File: config.mk
export PLATFORM = sky130hd
export DESIGN_NAME = ind_bridge
export DESIGN_NICKNAME = d
export VERILOG_FILES = /design/src/rtl/ind_bridge_pkg.sv /design/src/rtl/ind_bridge_dec.sv /design/src/rtl/ind_bridge_fsm.sv /design/src/rtl/ind_bridge.sv
export SDC_FILE = /design/constraint.sdc
export NUM_CORES = 1
export LEC_CHECK = 0
export ABC_AREA = 1
export BUFFER_PORTS_ARGS = -buffer_cell sky130_fd_sc_hd__buf_2
export CAP_MARGIN = 40
export CORE_MARGIN = 2
export CORE_UTILIZATION = 45
export DETAILED_ROUTE_END_ITERATION = 8
export PLACE_DENSITY_LB_ADDON = 0.08
export SLEW_MARGIN = 20
export SYNTH_ARGS = -nofsm -noshare
export SYNTH_HDL_FRONTEND = slang
export SYNTH_SLANG_ARGS = --single-unit
File: constraint.sdc
create_clock -name clk -period 1.4 [get_ports clk]
set_clock_uncertainty 0.15 [all_clocks]
set_input_delay 0.28 -clock clk [delete_from_list [all_inputs] [get_ports clk]]
set_output_delay 0.28 -clock clk [all_outputs]
set_load 0.01 [all_outputs]
File: src/rtl/ind_bridge_pkg.sv
package ind_bridge_pkg;
  typedef enum logic [1:0] {
    XS_IDLE = 2'd0,
    XS_BUSY = 2'd1,
    XS_DONE = 2'd2
  } xfer_state_e;

  // word slots inside the window
  localparam int unsigned SLOT_CMD  = 0;
  localparam int unsigned SLOT_ADDR = 1;
  localparam int unsigned SLOT_RDAT = 2;
  localparam int unsigned SLOT_WDAT = 3;
  localparam int unsigned NUM_REGS  = 4;

  // command word bit positions
  localparam int unsigned BIT_RD  = 0;
  localparam int unsigned BIT_WR  = 1;
  localparam int unsigned BIT_ACK = 2;
  localparam int unsigned CMD_W   = 3;
endpackage

File: src/rtl/ind_bridge_dec.sv
module ind_bridge_dec
  import ind_bridge_pkg::*;
#(
  parameter int unsigned HADDR_W   = 12,
  parameter int unsigned WIN_BASE  = 'h400,
  parameter int unsigned WIN_BYTES = 32
) (
  input  logic [HADDR_W-1:0]  host_addr,
  output logic [NUM_REGS-1:0] sel
);
  localparam int unsigned SLOT_W = $clog2(WIN_BYTES / 4);
  localparam int unsigned LOW_W  = SLOT_W + 2;
  localparam logic [HADDR_W-1:0] BASE_V = HADDR_W'(WIN_BASE);

  logic              in_win;
  logic [SLOT_W-1:0] slot;

  assign in_win = (host_addr[HADDR_W-1:LOW_W] == BASE_V[HADDR_W-1:LOW_W]) &&
                  (host_addr[1:0] == 2'b00);
  assign slot   = host_addr[LOW_W-1:2];

  for (genvar g = 0; g < NUM_REGS; g++) begin : g_sel
    assign sel[g] = in_win && (slot == SLOT_W'(g));
  end
endmodule

File: src/rtl/ind_bridge_fsm.sv
module ind_bridge_fsm
  import ind_bridge_pkg::*;
#(
  parameter int unsigned DATA_W = 32
) (
  input  logic             clk,
  input  logic             rst,
  input  logic             cmd_wr,
  input  logic [DATA_W-1:0] cmd_data,
  input  logic             ib_ready,
  output logic             ib_req,
  output logic             ib_we,
  output logic             done,
  output logic [CMD_W-1:0] cmd_view
);
  xfer_state_e state_q;
  logic        rd_f_q;
  logic        wr_f_q;
  logic        start_ok;
  logic        clear_ok;

  assign start_ok = cmd_wr && (cmd_data[1:0] == 2'b01 || cmd_data[1:0] == 2'b10);
  assign clear_ok = cmd_wr && (cmd_data == '0);
  assign done     = (state_q == XS_BUSY) && ib_ready;

  always_ff @(posedge clk) begin
    if (rst) begin
      state_q <= XS_IDLE;
      rd_f_q  <= 1'b0;
      wr_f_q  <= 1'b0;
    end else begin
      unique case (state_q)
        XS_IDLE: begin
          if (start_ok) begin
            rd_f_q  <= cmd_data[BIT_RD];
            wr_f_q  <= cmd_data[BIT_WR];
            state_q <= XS_BUSY;
          end
        end
        XS_BUSY: begin
          if (ib_ready) state_q <= XS_DONE;
        end
        XS_DONE: begin
          if (clear_ok) begin
            rd_f_q  <= 1'b0;
            wr_f_q  <= 1'b0;
            state_q <= XS_IDLE;
          end
        end
        default: state_q <= XS_IDLE;
      endcase
    end
  end

  assign ib_req = (state_q == XS_BUSY);
  assign ib_we  = wr_f_q;

  always_comb begin
    cmd_view          = '0;
    cmd_view[BIT_RD]  = rd_f_q;
    cmd_view[BIT_WR]  = wr_f_q;
    cmd_view[BIT_ACK] = (state_q == XS_DONE);
  end
endmodule

File: src/rtl/ind_bridge.sv
module ind_bridge
  import ind_bridge_pkg::*;
#(
  parameter int unsigned HADDR_W   = 12,
  parameter int unsigned DATA_W    = 32,
  parameter int unsigned IADDR_W   = 24,
  parameter int unsigned WIN_BASE  = 'h400,
  parameter int unsigned WIN_BYTES = 32
) (
  input  logic               clk,
  input  logic               rst,
  input  logic               host_wr,
  input  logic               host_rd,
  input  logic [HADDR_W-1:0] host_addr,
  input  logic [DATA_W-1:0]  host_wdata,
  output logic [DATA_W-1:0]  host_rdata,
  output logic               host_rvalid,
  output logic               ib_req,
  output logic               ib_we,
  output logic [IADDR_W-1:0] ib_addr,
  output logic [DATA_W-1:0]  ib_wdata,
  input  logic               ib_ready,
  input  logic [DATA_W-1:0]  ib_rdata
);
  logic [NUM_REGS-1:0] sel;
  logic [CMD_W-1:0]    cmd_view;
  logic                done;
  logic [IADDR_W-1:0]  addr_q;
  logic [DATA_W-1:0]   wdat_q;
  logic [DATA_W-1:0]   rdat_q;
  logic [DATA_W-1:0]   rd_mux;

  ind_bridge_dec #(
    .HADDR_W  (HADDR_W),
    .WIN_BASE (WIN_BASE),
    .WIN_BYTES(WIN_BYTES)
  ) u_dec (
    .host_addr(host_addr),
    .sel      (sel)
  );

  ind_bridge_fsm #(
    .DATA_W(DATA_W)
  ) u_fsm (
    .clk     (clk),
    .rst     (rst),
    .cmd_wr  (host_wr && sel[SLOT_CMD]),
    .cmd_data(host_wdata),
    .ib_ready(ib_ready),
    .ib_req  (ib_req),
    .ib_we   (ib_we),
    .done    (done),
    .cmd_view(cmd_view)
  );

  // operand registers, frozen while a transfer is in flight
  always_ff @(posedge clk) begin
    if (rst) begin
      addr_q <= '0;
      wdat_q <= '0;
    end else if (host_wr && !ib_req) begin
      if (sel[SLOT_ADDR]) addr_q <= host_wdata[IADDR_W-1:0];
      if (sel[SLOT_WDAT]) wdat_q <= host_wdata;
    end
  end

  // returned data captured on read completion
  always_ff @(posedge clk) begin
    if (rst) begin
      rdat_q <= '0;
    end else if (done && !ib_we) begin
      rdat_q <= ib_rdata;
    end
  end

  always_comb begin
    rd_mux = '0;
    if (sel[SLOT_CMD])  rd_mux = DATA_W'(cmd_view);
    if (sel[SLOT_ADDR]) rd_mux = DATA_W'(addr_q);
    if (sel[SLOT_RDAT]) rd_mux = rdat_q;
    if (sel[SLOT_WDAT]) rd_mux = wdat_q;
  end

  always_ff @(posedge clk) begin
    if (rst) begin
      host_rvalid <= 1'b0;
      host_rdata  <= '0;
    end else begin
      host_rvalid <= host_rd;
      if (host_rd) host_rdata <= rd_mux;
    end
  end

  assign ib_addr  = addr_q;
  assign ib_wdata = wdat_q;
endmodule

### Word level (Yosys, flattened, before mapping)

Index checks and enable logic that the tools add are counted.

| cells by class | value |
|---|---|
| reduce and logical (&&, ||, !) cells | 23 |
| equal/unequal tests | 11 |
| mux-type cells | 13 |

Operators with widths:

| operator | number |
|---|---|
| 32-bit two-way mux | 3 |
| 32-bit zero test | 1 |
| 1-bit logical AND | 11 |
| 7-bit by 6-bit equality test with 1-bit output, second input constant | 1 |
| 3-bit by 2-bit equality test with 1-bit output, second input constant | 2 |
| 2-bit two-way mux | 3 |
| 2-bit by 1-bit != test with 1-bit output, second input constant | 3 |
| 2-bit one-hot mux with 3 select lines | 1 |
| 3-bit AND reduction | 2 |
| 2-bit by 1-bit equality test with 1-bit output, second input constant | 2 |
| 2-bit equality test, second input constant | 2 |
| 2-bit zero test | 2 |
| 1-bit one-hot mux with 2 select lines | 2 |
| 2-bit AND reduction | 2 |
| 3-bit by 1-bit equality test with 1-bit output, second input constant | 1 |
| 3-bit zero test | 1 |
| 1-bit two-way mux | 3 |
| 3-bit two-way mux | 1 |
| 1-bit zero test | 2 |
| 2-bit nonzero test | 1 |
| 1-bit logical OR | 1 |

| word-level totals | value |
|---|---|
| logic and storage cells | 55 |
| output and inout port bits | 91 |
| bits in registers | 125 |

### Longest topological paths before layout

Gate-level depths: netlist of the first run.

| depth | value |
|---|---|
| depth after elaboration | 7 |
| mapped depth | 11 |
| mapped depth without buffers | 10 |

### Cells and area by module

From an unflattened synthesis of the first run, not the netlist that was laid out.

| second synthesis, totals | value |
|---|---|
| cell total of the unflattened synthesis | 725 |
| area total of the unflattened synthesis | 5,332.6 um^2 |

Modules (own cells, without submodules):

| module | cells each | instances | area each (um^2) |
|---|---|---|---|
| ind_bridge | 615 | 1 | 4,797.1 |
| ind_bridge_fsm | 91 | 1 | 445.4 |
| ind_bridge_dec | 19 | 1 | 90.1 |

### Worst setup path after synthesis of the first run

No wires, ideal clock.

| timing | value |
|---|---|
| path kind | reg-to-reg |
| start point | register u_fsm.state_q[0] |
| end point | register rdat_q[24] |
| data arrival time | 1.229 ns |
| path slack | -0.113 ns |
| library setup time | 0.135 ns |
| path buffers | 1 |
| cell stages (with the launch flop) | 9 |
| data required time | 1.115 ns |
| cells stage by stage | dfxtp_1 inv_1 nor2_2 nand2_1 nor2_4 inv_2 clkbuf_1 nor2_1 a211oi_1 |

| between the ends | value |
|---|---|
| longest elaborated chain between the ends | 3 |

RTL lines:

| item | RTL line | text |
|---|---|---|
| from (decl) | ind_bridge_fsm.sv:16 | `xfer_state_e state_q;` |
| from (signal assigned) | ind_bridge_fsm.sv:28 | `state_q <= XS_IDLE;` |
| from (signal assigned) | ind_bridge_fsm.sv:37 | `state_q <= XS_BUSY;` |
| from (signal assigned) | ind_bridge_fsm.sv:41 | `if (ib_ready) state_q <= XS_DONE;` |
| 2-bit by 1-bit equality test with 1-bit output | -- |  |
| net ib_req | ind_bridge.sv:18 | `output logic ib_req,` |
| 1-bit logical AND | ind_bridge_fsm.sv:24 | `assign done = (state_q == XS_BUSY) && ib_ready;` |
| 1-bit logical AND | ind_bridge.sv:71 | `end else if (done && !ib_we) begin` |
| to (signal assigned) | ind_bridge.sv:72 | `rdat_q <= ib_rdata;` |
| to (decl) | ind_bridge.sv:30 | `logic [DATA_W-1:0] rdat_q;` |

The timed path passes the listed nets, and every way through them passes these cells.
A chain may end at the register's enable or synchronous reset.

### Final worst setup path of the first run

| timing | value |
|---|---|
| start point | register u_fsm.state_q[0] |
| end point | register rdat_q[12] |

| between the ends | value |
|---|---|
| longest elaborated chain between the ends | 3 |

RTL lines:

| item | RTL line |
|---|---|
| 2-bit by 1-bit equality test with 1-bit output | ind_bridge_fsm.sv:24 |
| 1-bit logical AND | ind_bridge_fsm.sv:24 |
| 1-bit logical AND | ind_bridge.sv:71 |

Every way passes these cells.

==> results.json, run 1 <==
{
  "status": "finished with violations",
  "violations": "negative setup slack",
  "gp_congestion": 0.857,
  "cts_tree": "yes",
  "portBuffers": 171,
  "min_path_type": "in2reg",
  "synth-main-ff-cell": "dfxtp_1",
  "fp.dieArea_sq_mm": 0.0131,
  "place_inst": 1101,
  "rsz0062_at_grt": "true",
  "hold_viol": 0,
  "r2r-end": "rdat_q[12]",
  "track_usage_pct": 28.9,
  "antenna_found_initial": 0,
  "num-fill-cells": 902,
  "clockBufferDepth": 2,
  "dpl_cell_area_sq_mm": 0.00712,
  "n_antenna_cell": 0,
  "p_int_w": 0.00680,
  "p_sw_share_pct": 22.0,
  "ir_drop_uv": 837,
  "cp.required_ps": 1540,
  "ys_warn_count": 0,
  "setup_viol": 89,
  "fmax_mhz": 636,
  "drt_iter0_drc": 539,
  "power_switching_w": 0.00192,
  "critPathLaunchType": "flip-flop",
  "crit_path_end_kind": "flip-flop",
  "io_pins": 172,
  "clock_latency_ps": 410,
  "clk_pin_slew_ps": 50,
  "netlist_instances": 768,
  "netlist.area_leader.share_pct": 45.7,
  "cp_max_fo": 7,
  "synthesis.nets": 850,
  "path_class": "reg2reg",
  "maxCapViolCount": 0,
  "start_util_pct": 45.8,
  "drc": 0,
  "yosysTopAreaCell": "dfxtp_1",
  "reg2reg_from": "u_fsm.state_q[0]",
  "post-route-period-util_pct": 112,
  "vias": 6520,
  "slew_viol_final": 0,
  "finalCriticalPeriod_ps": 1570,
  "clkPwrFrac_pct": 51.3,
  "cts.sinks": 125,
  "grt_max_degree": 53,
  "grt-ovfl-total": 0,
  "vias_per_cell": 5.50,
  "die_height_microns": 114,
  "finalWirelength_mm": 19.7,
  "finalNonFillerCells": 1186,
  "drive_gt1_share_pct": 40.7,
  "power.share.combinational_pct": 7.7,
  "die_w_microns": 114,
  "hold-worst-slack_ps": 4.51,
  "ff2ff_setup_slack_ps": -170,
  "synth_edf_count": 0,
  "ys_ff_latch": 125,
  "hold_path_depth": 4,
  "ys_async_sr_fraction_pct": 0,
  "holdPathEnd": "u_fsm.state_q[0]",
  "netlist_area_sq_mm": 0.00548,
  "cts_buffers": 17,
  "ff2ff_path_depth": 9,
  "yosys-top-cells-area": "dfxtp_1 (46%), nand2_1 (13%), a21oi_1 (9.1%)",
  "relSlewSlack_pct": 78.5,
  "grt_pass1_wl_mm": 29.6,
  "first_pass_iters": 8,
  "p_per_area_mw_per_mm2": 983,
  "htree_levels": 4,
  "leakagePower_nw": 3.75,
  "dpl.hpwl_mm": 12.3,
  "core_sq_mm": 0.0120,
  "synth.avg_cell_area_sq_um": 7.13,
  "ys_seq_area_share_pct": 45.7,
  "post_drt_wl_per_cell_microns": 16.6,
  "worstMarginPinSlew_ps": 323,
  "area_growth_pct": 61.9,
  "stdcell_area_sq_mm": 0.00887,
  "setup_ws_ps": -173,
  "grt_pass1_vias": 6080,
  "cts_root_buf": "clkbuf_16",
  "place_ws_ps": -399,
  "seq_power_share_pct": 41.0,
  "nets": 1110,
  "ys_types": 23,
  "antenna_left": 0,
  "min-delay-start": "ib_ready",
  "power_w": 0.00872,
  "critical_path_arrival_ps": 1720,
  "rows": 40
}
-- power groups by stage --
stage          clock, W  sequential [W]  combinational, W
6_report        0.00447         0.00358          0.000673
5_1_grt         0.00467         0.00358          0.000717
4_1_cts         0.00450         0.00358          0.000644
3_5_place_dp          0         0.00365          0.000558
3_3_place_gp          0         0.00365          0.000550
2_1_floorplan         0         0.00366          0.000195
-- final cells by class --
cell class	instances	area (sq um)	share of cell area, %
well taps	147	184	2.07
repair buffers	302	2420	27.3
clock buffers	23	478	5.39
multi-input cells	538	2970	33.5
inverters	44	173	1.95
clock inverters	7	113	1.27
flip-flops and latches	125	2530	28.5
-- flip-flops by register name, indices dropped and copies added (netlist names) --
signal,cells
host_rdata,32
host_rvalid,1
ib_addr,24
ib_wdata,32
rdat_q,32
u_fsm.ib_we,1
u_fsm.rd_f_q,1
u_fsm.state_q,2
-- critical path: stages, from the launching register on --
cell and delay [ps]:
dfxtp_2 330, inv_2 40, nor2_4 140, nand2_2 100, nor2_4 190, inv_4 80
buf_6 140, clkbuf_16 170, nand2_1 60, a21oi_1 50
-- repair_timing --
| action | CTS | global route |
|---|---|---|
| hold buffers | 32 | 1 |
| hold endpoints to repair | 32 | 1 |
| gates cloned | 3 | 6 |
| setup buffers | 6 | 8 |
| pin swaps | 19 | 17 |
| setup endpoints to repair | 59 | 133 |
| gates resized for setup | 76 | 82 |
-- how the worst max path moves through the flow --
stage / from / endpoint / cells after the start
after global routing: u_fsm.state_q[0] / rdat_q[30] / 8
after global placement: host_addr[11] / host_rdata[11] / 11
after CTS: u_fsm.state_q[0] / ib_req / 4
after floorplan: host_addr[2] / ib_addr[11] / 6
after detailed placement: host_addr[11] / host_rdata[11] / 10
final: u_fsm.state_q[0] / rdat_q[12] / 9
-- layout by cell type (no fill, tap or decap), types with 33 or more instances in the layout --
cell type,instances
nand3_1,74
a21oi_1,79
inv_1,39
nand2_1,147
nor2_1,59
buf_4,57
buf_2,168
dfxtp_1,101
dlygate4sd3_1,33
nand4_1,51
-- logic make-up (layout without fill, tap and decap cells) --
family,after synthesis,after routing,synth area share [%]
flip-flops,125,125,45.7
adder cells (fa/ha/maj),1,1,0.228
AND/OR/NAND/NOR,399,399,32.3
AO/OA/AOI/OAI,138,138,13.3
buffers and inverters,105,376,8.50
-- synth_stat cells (2+ instances only) --
| cell | instances |
|---|---|
| nor2_1 | 73 |
| buf_6 | 3 |
| nor2_2 | 2 |
| buf_4 | 7 |
| inv_1 | 41 |
| nor3_2 | 2 |
| nor2_4 | 2 |
| clkbuf_1 | 32 |
| nand3_1 | 80 |
| nand4_1 | 51 |
| nand2_1 | 186 |
| dfxtp_1 | 125 |
| a21oi_1 | 100 |
| o21ai_0 | 11 |
| o21ai_1 | 11 |
| a211oi_1 | 16 |
| buf_2 | 18 |
| inv_2 | 3 |
-- metrics by stage --
| stage | setup TNS (ps) | utilization, % |
|---|---|---|
| 2_1_floorplan | -1290 | - |
| 3_3_place_gp | -27530 | 59.5 |
| 3_5_place_dp | -30700 | 59.5 |
| 4_1_cts | -10910 | 70.8 |
| 5_1_grt | -16860 | 74.2 |
| 6_report | -10610 | 74.2 |
-- metal layers --
metal / GRT usage, % / routed length, microns
met1: 36.8 / 8200
met2: 48.1 / 9740
met3: 6.62 / 1420
met4: 10.1 / 332
met5: 0 / 0
No activity file was read; power rests on OpenSTA's default activity.
==> inputs of run 2 (changes only) <==
--- a/config.mk
+++ b/config.mk
@@ -6,10 +6,12 @@
 export NUM_CORES = 1
 export LEC_CHECK = 0
 export ABC_AREA = 1
+export ABC_CLOCK_PERIOD_IN_PS = 1400
 export BUFFER_PORTS_ARGS = -buffer_cell sky130_fd_sc_hd__buf_2
 export CAP_MARGIN = 40
 export CORE_MARGIN = 2
 export CORE_UTILIZATION = 45
+export CTS_BUF_LIST = sky130_fd_sc_hd__clkbuf_8
 export DETAILED_ROUTE_END_ITERATION = 8
 export PLACE_DENSITY_LB_ADDON = 0.08
 export SLEW_MARGIN = 20
==> run 2 against run 1 <==
Effect of this change: the run still ends with negative setup slack left; flip-flop and latch count stayed put; non-clock buffer count is 2 lower; first-iteration DRC count is 7.4% lower; critical path type unchanged.
==> results.json, run 2 (same netlist as run 1, synthesis figures left out) <==
{
  "status": "finished with violations",
  "violations": "negative setup slack",
  "reg2reg_from": "u_fsm.state_q[0]",
  "slew_viol_final": 0,
  "io_pins": 172,
  "power_w": 0.00749,
  "area_growth_pct": 54.7,
  "path_class": "reg2reg",
  "cp_cell_sequence": "inv_2 -> nor2_4 -> buf_6 -> nand2_4 -> nor2_4 -> buf_12 -> inv_8 -> buf_12 -> a211oi_1",
  "drc": 0,
  "critPathLaunchType": "flip-flop",
  "core_sq_mm": 0.0120,
  "first_pass_iters": 6,
  "fp.dieArea_sq_mm": 0.0131,
  "p_sw_share_pct": 23.4,
  "clockBufferDepth": 2,
  "leakagePower_nw": 3.61,
  "antenna_found_initial": 0,
  "maxCapViolCount": 0,
  "cp.required_ps": 1610,
  "cp_max_fo": 13,
  "track_usage_pct": 27.4,
  "crit_start": "u_fsm.state_q[0]",
  "grt_max_degree": 53,
  "grt-ovfl-total": 0,
  "grt_pass1_vias": 5921,
  "grt_pass1_wl_mm": 28.3,
  "start_util_pct": 45.8,
  "power_switching_w": 0.00175,
  "critical_path_arrival_ps": 1790,
  "seq_power_share_pct": 47.6,
  "n_antenna_cell": 0,
  "stdcell_area_sq_mm": 0.00847,
  "ir_drop_uv": 483,
  "final_core_util_pct": 70.8,
  "p_int_w": 0.00574,
  "drt_iter0_drc": 499,
  "crit_path_max_incr_delay_ps": 330,
  "ff2ff_setup_slack_ps": -180,
  "cts_root_buf": "clkbuf_8",
  "htree_levels": 4,
  "portBuffers": 171,
  "vias": 6384,
  "drive_gt1_share_pct": 40.0,
  "hold_viol": 0,
  "min-delay-start": "host_wr",
  "cpMaxStageDelayCell": "dfxtp_2",
  "relSlewSlack_pct": 79.3,
  "antenna_left": 0,
  "die_height_microns": 114,
  "worstMarginPinSlew_ps": 310,
  "cts_buffers": 17,
  "min_path_type": "in2reg",
  "setup_ws_ps": -180,
  "dpl.hpwl_mm": 12.3,
  "clock_latency_ps": 440,
  "rsz0062_at_grt": "true",
  "die_w_microns": 114,
  "mostFrequentLayoutCell": "nand2_1",
  "p_per_area_mw_per_mm2": 884,
  "final_cell_mix": "nand2_1 (166), buf_2 (164), a21oi_1 (90), nand3_1 (78), dfxtp_1 (69)",
  "fmax_mhz": 633,
  "clkPwrFrac_pct": 43.4,
  "post-route-period-util_pct": 113,
  "finalWirelength_mm": 18.8,
  "setup_viol": 89,
  "clk_pin_slew_ps": 70,
  "cts_tree": "yes",
  "rows": 40,
  "finalCriticalPeriod_ps": 1580,
  "dpl_cell_area_sq_mm": 0.00712,
  "cts.sinks": 125,
  "power.share.combinational_pct": 8.9,
  "vias_per_cell": 5.39,
  "num-fill-cells": 988,
  "post_drt_wl_per_cell_microns": 15.9,
  "crit_path_end_kind": "flip-flop",
  "gp_congestion": 0.857,
  "nets": 1108
}
==> run 2: cell types whose count changed in the layout (fill, tap and decap cells not counted), sizes merged <==
cell / previous run / this run
buf: 264 / 259
inv: 43 / 47
clkinv: 4 / 3
dlygate4sd3: 33 / 37
clkbuf: 28 / 24
==> run 2: cell type report <==
class / instances / area (sq um) / share of cell area [%]
flip-flops and latches: 125 / 2580 / 30.4
inverters: 44 / 173 / 2.04
clock inverters: 10 / 124 / 1.46
multi-input cells: 538 / 2770 / 32.7
well taps: 147 / 184 / 2.17
clock buffers: 20 / 275 / 3.25
repair buffers: 300 / 2370 / 28.0
==> run 2: through the flow <==
stage,cells,hold WS (ps),setup slack (ps),TNS [ps]
after floorplan,768,277,-44.0,-1290
after global placement,1101,297,-327,-27530
after detailed placement,1101,303,-399,-30700
after CTS,1170,28.6,-167,-10210
after global routing,1184,62.4,-222,-14660
final,1184,47.5,-180,-8950
==> run 2: what timing repair did <==
item | 4_1_cts | 5_1_grt
resized for setup | 42 | 96
cloned | 0 | 5
hold buffers | 37 | 0
endpoints found under the hold margin | 38 | 0
pin swaps | 15 | 15
endpoints found under the setup margin | 93 | 136
setup buffers | 2 | 9
==> run 2: worst paths after layout <==
path,cells past startpoint,end
worst max register to register,9,rdat_q[24]
worst min-delay path,3,u_fsm.state_q[0]
worst max-delay path,9,rdat_q[24]
worst min register to register,2,host_rdata[8]
==> run 2: power groups by stage <==
stage / registers (W) / clock network (W) / logic [W]
6_report: 0.00357 / 0.00326 / 0.000669
2_1_floorplan: 0.00366 / 0 / 0.000195
5_1_grt: 0.00357 / 0.00344 / 0.000716
3_5_place_dp: 0.00365 / 0 / 0.000558
4_1_cts: 0.00357 / 0.00329 / 0.000639
3_3_place_gp: 0.00365 / 0 / 0.000550
==> run 2: layer usage <==
metal / track usage (%) / part of all wire (%)
met5: 0 / 0
met4: 11.3 / 1.9
met3: 5.77 / 7.4
met2: 45.3 / 48
met1: 34.8 / 43
==> run 2: critical path, delay by kind of cell (launching register included) <==
kind,cells,cell delay (ps)
and+or+nand+nor,3,290
DFF,1,330
buffers and inverters,5,520
AOI/OAI and AO/OA,1,200
==> inputs of run 3 (changes only) <==
--- a/config.mk
+++ b/config.mk
@@ -9,8 +9,7 @@
 export ABC_CLOCK_PERIOD_IN_PS = 1400
 export BUFFER_PORTS_ARGS = -buffer_cell sky130_fd_sc_hd__buf_2
 export CAP_MARGIN = 40
-export CORE_MARGIN = 2
-export CORE_UTILIZATION = 45
+export CORE_UTILIZATION = 30
 export CTS_BUF_LIST = sky130_fd_sc_hd__clkbuf_8
 export DETAILED_ROUTE_END_ITERATION = 8
 export PLACE_DENSITY_LB_ADDON = 0.08
==> run 3 against run 2 <==
Effect of this change: the flow still finishes with violations (negative setup slack); sequential power down 1%; cell count up 11%; clock power up 3%; final area grew 17%; count of clock-buffer cells in the layout is 3 lower; first-iteration DRC count fell by 32%; routed wire length is 15% higher; global-route usage decreased by 5.2 points; register-to-register slack got worse by 30 ps; combinational power is 15% higher; fmax fell by 1.8%; critical endpoint is now rdat_q[28]; highest routed layer unchanged.
==> results.json, run 3 (same netlist as run 1, synthesis figures left out) <==
{
  "fp.dieArea_sq_mm": 0.0188,
  "critPathLaunchType": "flip-flop",
  "cts_tree": "yes",
  "cpMaxStageDelayCell": "dfxtp_2",
  "path_class": "reg2reg",
  "path_buf_inv": 4,
  "relSlewSlack_pct": 69.6,
  "finalCriticalPeriod_ps": 1610,
  "p_per_area_mw_per_mm2": 770,
  "critical_path.most_common_cell": "nor2_4",
  "io_pins": 172,
  "gp_congestion": 0.774,
  "slew_viol_final": 0,
  "num-fill-cells": 1726,
  "clk_pin_slew_ps": 80,
  "start_util_pct": 30.6,
  "hold_viol": 0,
  "status": "finished with violations",
  "htree_levels": 4,
  "clockBufferDepth": 2,
  "rows": 49,
  "cts.sinks": 125,
  "cp.required_ps": 1610,
  "post-route-period-util_pct": 115,
  "die_height_microns": 137,
  "critPathTopFamily": "simple AND/OR/NAND/NOR gates",
  "cp_cell_sequence": "inv_2 -> nor2_4 -> nand2_2 -> nor2_4 -> buf_6 -> inv_12 -> clkbuf_16 -> a211oi_1",
  "grt_pass1_wl_mm": 31.6,
  "track_usage_pct": 22.1,
  "drc": 0,
  "grt-ovfl-total": 0,
  "cts_buffers": 17,
  "min_path_type": "in2reg",
  "setup_ws_ps": -209,
  "fmax_mhz": 622,
  "worstMarginPinSlew_ps": 456,
  "antenna_found_initial": 0,
  "antenna_left": 0,
  "post_drt_wl_per_cell_microns": 16.5,
  "grt_pass1_vias": 5870,
  "crit_path_end_kind": "flip-flop",
  "mostFrequentLayoutCell": "buf_2",
  "dpl.hpwl_mm": 13.6,
  "maxCapViolCount": 0,
  "portBuffers": 171,
  "die_w_microns": 137,
  "hold-worst-slack_ps": 37.4,
  "core_sq_mm": 0.0179,
  "cp_max_fo": 7,
  "final.setup.tns_ps": -12550,
  "grt_max_degree": 58,
  "critical_path_arrival_ps": 1820,
  "crit_path_max_incr_delay_ps": 340,
  "vias": 6416,
  "rsz0062_at_grt": "true",
  "nets": 1154,
  "final_cell_mix": "buf_2 (124), nand2_1 (118), buf_4 (94), nand3_1 (78), dfxtp_1 (57)",
  "leakagePower_nw": 4.05,
  "violations": "negative setup slack",
  "setup_viol": 90,
  "vias_per_cell": 4.88,
  "first_pass_iters": 5,
  "drt_iter0_drc": 337,
  "clock_latency_ps": 440,
  "ir_drop_uv": 527,
  "cts_root_buf": "clkbuf_8",
  "drive_gt1_share_pct": 52.8,
  "finalWirelength_mm": 21.7,
  "area_growth_pct": 81.6,
  "n_antenna_cell": 0
}
run 3: changes by cell type in the layout (fill, tap and decap cells not counted), sizes merged:
cell    previous run  this run
bufinv             3         2
buf              259       302
inv               47        53
run 3: metrics by stage:
step	total power [W]	utilization (%)	setup slack (ps)	cells	area (sq um)
3_3_place_gp	0.00426	41.0	-376	1190	7340
3_5_place_dp	0.00425	41.0	-378	1190	7340
5_1_grt	0.00795	55.6	-270	1314	9950
4_1_cts	0.00769	48.6	-198	1279	8700
6_report	0.00766	55.6	-209	1314	9950
2_1_floorplan	0.00385	-	-44.0	768	5590
run 3: cell type report:
class / count / area, sq um / share of cell area, %
inverter: 44 / 178 / 1.79
tap: 229 / 287 / 2.88
clock buffer: 17 / 234 / 2.35
multi-input combinational: 538 / 3310 / 33.3
clock inverter: 15 / 174 / 1.75
timing repair buffer: 346 / 3120 / 31.4
sequential: 125 / 2640 / 26.6
run 3: worst paths after layout:
| path | cells past startpoint | from | slack, ps | to |
|---|---|---|---|---|
| worst max-delay path | 8 | u_fsm.state_q[0] | -210 | rdat_q[28] |
| worst min-delay path | 3 | host_wr | 40 | u_fsm.state_q[0] |
| worst max register to register | 8 | u_fsm.state_q[0] | -210 | rdat_q[28] |
| worst min register to register | 2 | host_rdata[6] | 310 | host_rdata[6] |
run 3: what timing repair did:
action                                  in CTS  in global routing
endpoints found under the setup margin     142                149
hold endpoints to repair                    38                  0
hold buffers                                37                  0
gates resized for setup                    121                237
setup buffers                               14                 30
pin swaps                                   26                 46
cloned                                       6                  9
run 3: layer usage:
layer	routed length [microns]	vias up	track usage [%]
met1	10200	3037	30.6
met3	872	15	3.81
li1	-	3200	-
met5	0	-	0
met4	211	0	6.65
met2	10400	164	35.0
run 3: report_power, final:
part	switching [W]	internal, W	leakage, nW
registers	0.00000611	0.00352	1.05
logic	0.000388	0.000379	2.79
clock network	0.00172	0.00165	0.207
run 3: worst register-to-register path, cell delays in order, from the launching register on:
cell and delay (ps):
dfxtp_2 340, inv_2 40, nor2_4 140, nand2_2 90, nor2_4 190, buf_6 160, inv_12 60, clkbuf_16 160
a211oi_1 200
